$ cat config.mk
export PLATFORM = sky130hd
export DESIGN_NAME = prio_irq_ctrl
export DESIGN_NICKNAME = d
export VERILOG_FILES = /design/src/rtl/prio_irq_ctrl.sv
export SDC_FILE = /design/constraint.sdc
export NUM_CORES = 1
export LEC_CHECK = 0
export ABC_AREA = 1
export CAP_MARGIN = 20
export CORE_ASPECT_RATIO = 1.4
export CORE_UTILIZATION = 45
export DETAILED_ROUTE_END_ITERATION = 10
export PLACE_DENSITY = 0.67
export SLEW_MARGIN = 0
export SYNTH_ARGS = -nofsm -noshare
export SYNTH_HDL_FRONTEND = slang
export SYNTH_SLANG_ARGS = --single-unit
$ cat constraint.sdc
create_clock -name clk -period 9.7 [get_ports clk]
set_input_delay 1.455 -clock clk [delete_from_list [all_inputs] [get_ports clk]]
set_output_delay 1.455 -clock clk [all_outputs]
set_load 0.02 [all_outputs]
$ cat src/rtl/prio_irq_ctrl.sv
module prio_irq_ctrl (
  input  logic       clk,
  input  logic       rst_n,
  input  logic       wr_en,
  input  logic       addr,
  input  logic [7:0] wdata,
  output logic [7:0] rdata,
  input  logic [7:0] irq_in,
  output logic       int_out,
  input  logic       inta,
  output logic       vec_valid,
  output logic [7:0] vec_out,
  output logic       ack_cascade
);

  typedef enum logic [1:0] {ST_IDLE, ST_BASE, ST_CASC, ST_MODE} init_st_t;

  init_st_t   st_q;
  logic [7:0] imr_q, irr_q, isr_q, prev_q, base_q, casc_q;
  logic       aeoi_q, need_mode_q, single_q, rd_isr_q;
  logic [7:0] vec_q;
  logic       vec_valid_q, casc_hit_q;

  function automatic logic [2:0] top_index(input logic [7:0] v);
    logic [2:0] r;
    r = 3'd7;
    for (int i = 7; i >= 0; i--)
      if (v[i]) r = 3'(i);
    return r;
  endfunction

  logic [7:0] pend;
  logic [2:0] win;
  logic [8:0] upto;
  logic       grant;
  logic       cmd_wr, dat_wr, icw1_wr, ocw2_wr, ocw3_wr;
  logic [7:0] eoi_clr, ack_bit, irr_d, isr_d;
  logic       ack;

  assign pend    = irr_q & ~imr_q;
  assign win     = top_index(pend);
  assign upto    = (9'd2 << win) - 9'd1;
  assign grant   = (|pend) && !(|(isr_q & upto[7:0]));
  assign int_out = grant;

  assign cmd_wr  = wr_en && !addr;
  assign dat_wr  = wr_en && addr;
  assign icw1_wr = cmd_wr && wdata[4];
  assign ocw3_wr = cmd_wr && !wdata[4] && wdata[3];
  assign ocw2_wr = cmd_wr && !wdata[4] && !wdata[3];

  always_comb begin
    eoi_clr = 8'h00;
    if (ocw2_wr && wdata[7:5] == 3'b011) eoi_clr = 8'd1 << wdata[2:0];
    else if (ocw2_wr && wdata[7:5] == 3'b001) eoi_clr = isr_q & (~isr_q + 8'd1);
  end

  assign ack     = inta && grant;
  assign ack_bit = ack ? (8'd1 << win) : 8'h00;
  assign irr_d   = (irr_q | (irq_in & ~prev_q)) & irq_in & ~ack_bit;
  assign isr_d   = icw1_wr ? 8'h00 : ((isr_q & ~eoi_clr) | (aeoi_q ? 8'h00 : ack_bit));

  always_ff @(posedge clk) begin
    if (!rst_n) begin
      st_q        <= ST_IDLE;
      imr_q       <= 8'hFF;
      irr_q       <= 8'h00;
      isr_q       <= 8'h00;
      prev_q      <= 8'h00;
      base_q      <= 8'h00;
      casc_q      <= 8'h00;
      aeoi_q      <= 1'b0;
      need_mode_q <= 1'b0;
      single_q    <= 1'b0;
      rd_isr_q    <= 1'b0;
      vec_q       <= 8'h00;
      vec_valid_q <= 1'b0;
      casc_hit_q  <= 1'b0;
    end else begin
      prev_q      <= irq_in;
      irr_q       <= irr_d;
      isr_q       <= isr_d;
      vec_valid_q <= inta;
      if (inta) begin
        vec_q      <= base_q + (ack ? {5'd0, win} : 8'd7);
        casc_hit_q <= ack && casc_q[win];
      end
      if (ocw3_wr && wdata[1]) rd_isr_q <= wdata[0];
      if (icw1_wr) begin
        st_q        <= ST_BASE;
        need_mode_q <= wdata[0];
        single_q    <= wdata[1];
        aeoi_q      <= 1'b0;
        rd_isr_q    <= 1'b0;
        casc_q      <= 8'h00;
      end else if (dat_wr) begin
        unique case (st_q)
          ST_BASE: begin
            base_q <= wdata;
            st_q   <= !single_q ? ST_CASC : (need_mode_q ? ST_MODE : ST_IDLE);
          end
          ST_CASC: begin
            casc_q <= wdata;
            st_q   <= need_mode_q ? ST_MODE : ST_IDLE;
          end
          ST_MODE: begin
            aeoi_q <= wdata[1];
            st_q   <= ST_IDLE;
          end
          default: imr_q <= wdata;
        endcase
      end
    end
  end

  assign rdata       = addr ? imr_q : (rd_isr_q ? isr_q : irr_q);
  assign vec_valid   = vec_valid_q;
  assign vec_out     = vec_q;
  assign ack_cascade = vec_valid_q && casc_hit_q;

  assert_int_needs_request_R5: assert property (@(posedge clk) disable iff (!rst_n)
    int_out |-> (irr_q & ~imr_q) != 8'h00);

  assert_ack_enters_service_R6: assert property (@(posedge clk) disable iff (!rst_n)
    (inta && int_out && !aeoi_q && !wr_en) |=> isr_q != 8'h00);

  assert_spurious_keeps_isr_R11: assert property (@(posedge clk) disable iff (!rst_n)
    (inta && !int_out && !wr_en) |=> isr_q == $past(isr_q));

  assert_auto_eoi_keeps_isr_R10: assert property (@(posedge clk) disable iff (!rst_n)
    (inta && aeoi_q && !wr_en) |=> isr_q == $past(isr_q));

  assert_specific_eoi_clears_R8: assert property (@(posedge clk) disable iff (!rst_n)
    (wr_en && !addr && wdata[7:5] == 3'b011 && !wdata[4] && !wdata[3] && !inta)
    |=> !isr_q[$past(wdata[2:0])]);

  assert_init_keeps_mask_R3: assert property (@(posedge clk) disable iff (!rst_n)
    (wr_en && addr && st_q != ST_IDLE) |=> $stable(imr_q));

endmodule

==> metrics.cfg <==
[run_status]
outcome=complete, no violations

[global_routing]
grt_max_degree=24
grt_overflow=0
grt_pass1_wl_um=13400
grt_usage_pct=24.5
antenna_found_initial=0
grt_pass1_vias=2804

[setup_path]
critPathMaxFanout=13
critical_path_required_ns=8.25
critPathKind=reg -> out
endpoint_kind=output port
arrival_ns=3.50
cp-start-kind=flip-flop

[floorplanning]
rows=36
start_util_pct=46.3
dieArea_um2=7490
die_h_um=102
ios=40
fp.coreArea_um2=6940
fp.dieW_um=73.4

[route]
routed_wl_um=8320
dr.pass1.iters=5
drtIter0Drc=159
viasPerCell=5.05
routedWlPerCell_um=14.1
route.vias.total=2976
ant_nets=0
drc=0

[finish]
final_cell_mix=inv_1, nand2_1, dfxtp_1, nor2_1, a21oi_1
fin_cells=589
area_delta_synth_final_pct=20.9
layout_commonest_cell=inv_1
finalNetCount=519
drive_above_1_share_pct=7.29
insertedDiodeCount=0
n_fill_cell=712

[synthesis]
syn_area_um2=3210
synth.yosys.seq_area_share_pct=39.9
syn_area_per_cell_um2=7.11
synthFlopType=dfxtp_1
synth_edf_count=0
syn_inst=452
yosysUniqueCellTypes=34
synth_nets=482
synth_seq_cells=64
async_flop_share_pct=0
ys_warn_count=0

[timing]
holdWs_ns=0.460
period_needed_ns=4.96
drv_slew=0
setup_violations=0
max_slew_margin_pct=41.7
tns_ns=0
rsz0062_at_grt=false
fin_crit_sh_pct=51.1
fmax_ghz=0.202
hold_viol_final=0
tightestPinTransition_ns=0.872
fin_skew_ns=0.00235

[power_and_ir_drop]
p_int_uw=455
power_frac_comb_pct=15.0
irDropWorstVdd_v=0.0000929
p_total_uw=622
netSwitchingFraction_pct=26.8
total_leakage_power_uw=0.00169
seq_power_share_pct=45.0
clockPowerShare_pct=40.0
p_per_area_nw_per_um2=160
switchingPower_uw=167

[placed_design]
port_buffers=39
dp_hpwl_um=6100
dp.cells=573
globalplace.congestion=0.879

[cts]
clk_latency_ns=0.36
clock-root-buffer=clkbuf_8
h-tree-depth=3
clkSinkCount=64
cts_buffers=9
ctsResizeCount=0
clkSlewWorstSetupHoldPaths_ns=0.07
cts_buffer_depth=2
cts_hold_buf=0
cts_tree=done
cts_setup_buffers=0

[worst_hold_path]
worstHoldPathType=reg -> reg

[run]
max-cap-violations=0

## metal layers
| layer | part of all wire, % | up-vias | global-route usage (%) |
|---|---|---|---|
| met5 | 0 | - | 0 |
| met1 | 44 | 1327 | 29.4 |
| li1 | - | 1543 | - |
| met2 | 48 | 82 | 39.7 |
| met3 | 4.4 | 24 | 4.64 |
| met4 | 3.9 | 0 | 16.0 |
## cells by family after synthesis
family / Yosys count / share of synthesized area [%]
and+or+nand+nor: 164 / 22.9
AOI/OAI and AO/OA: 112 / 20.1
xor gates and xnor gates: 6 / 1.63
buffers and inverters: 97 / 11.7
DFF: 64 / 39.9
adders and majority gates: 9 / 3.74
## final cells by class
| class | count | area [um^2] | area share, % |
|---|---|---|---|
| Inverter | 83 | 314 | 8.08 |
| Tap cell | 95 | 119 | 3.06 |
| Multi-Input combinational cell | 291 | 1560 | 40.1 |
| Clock inverter | 2 | 35.0 | 0.901 |
| Timing Repair Buffer | 40 | 398 | 10.2 |
| Clock buffer | 14 | 183 | 4.70 |
| Sequential cell | 64 | 1280 | 33.0 |
## path summary, 6_finish.rpt
check / slack (ns) / from / to / cells after the start
max: 4.74 / imr_q[6] / int_out / 17
min: 0.46 / base_q[7] / base_q[7] / 2
max reg2reg: 5.32 / imr_q[6] / vec_out[7] / 29
min reg2reg: 0.46 / base_q[7] / base_q[7] / 2
## stage by stage
stage	util, %	instance area (um^2)	setup slack [ns]
floorplan	-	3210	6.10
global placement	52.9	3670	4.96
detailed placement	52.9	3670	4.92
CTS	56.0	3890	4.77
global route	56.0	3890	4.42
finish	56.0	3890	4.74
## worst max-delay path, cell delays in order (launching register included)
cell	delay, ns
dfxtp_1	0.39
nor2_4	0.06
nand2_1	0.05
nand2_1	0.05
nand2_1	0.05
nand2_1	0.05
nand2_2	0.07
nand2_4	0.09
nor2_1	0.35
inv_1	0.11
nor2_1	0.14
inv_1	0.06
ha_1	0.26
o21ai_0	0.07
a211oi_1	0.20
nand3_1	0.15
nor2_4	0.31
clkdlybuf4s50_1	0.67
## state kept, by name, indices dropped and copies added (netlist names)
name and flops:
casc_hit_q 1, irr_q 8, need_mode_q 1, st_q 2, single_q 1, rd_isr_q 1, aeoi_q 1, prev_q 8
base_q 8, isr_q 8, imr_q 8, vec_valid 1, casc_q 8, vec_out 8
## synthesized netlist by cell type (7+ instances only)
| cell | number | area, um^2 |
|---|---|---|
| inv_1 | 73 | 274 |
| o21ai_0 | 40 | 200 |
| nand3_1 | 17 | 85.1 |
| clkbuf_1 | 11 | 41.3 |
| dfxtp_1 | 64 | 1280 |
| a21oi_1 | 43 | 215 |
| nand4_1 | 12 | 75.1 |
| a211oi_1 | 10 | 75.1 |
| nand2_1 | 67 | 251 |
| o211ai_1 | 7 | 52.6 |
| ha_1 | 8 | 100 |
| nor2_1 | 52 | 195 |
## power groups by stage
stage | sequential (uW) | clock [uW] | combinational [uW]
2_1_floorplan | 287 | 0 | 54.6
3_3_place_gp | 285 | 0 | 91.8
3_5_place_dp | 286 | 0 | 92.4
4_1_cts | 280 | 253 | 92.7
5_1_grt | 281 | 264 | 103
6_report | 280 | 249 | 93.3
No activity file was read; power rests on OpenSTA's default activity.
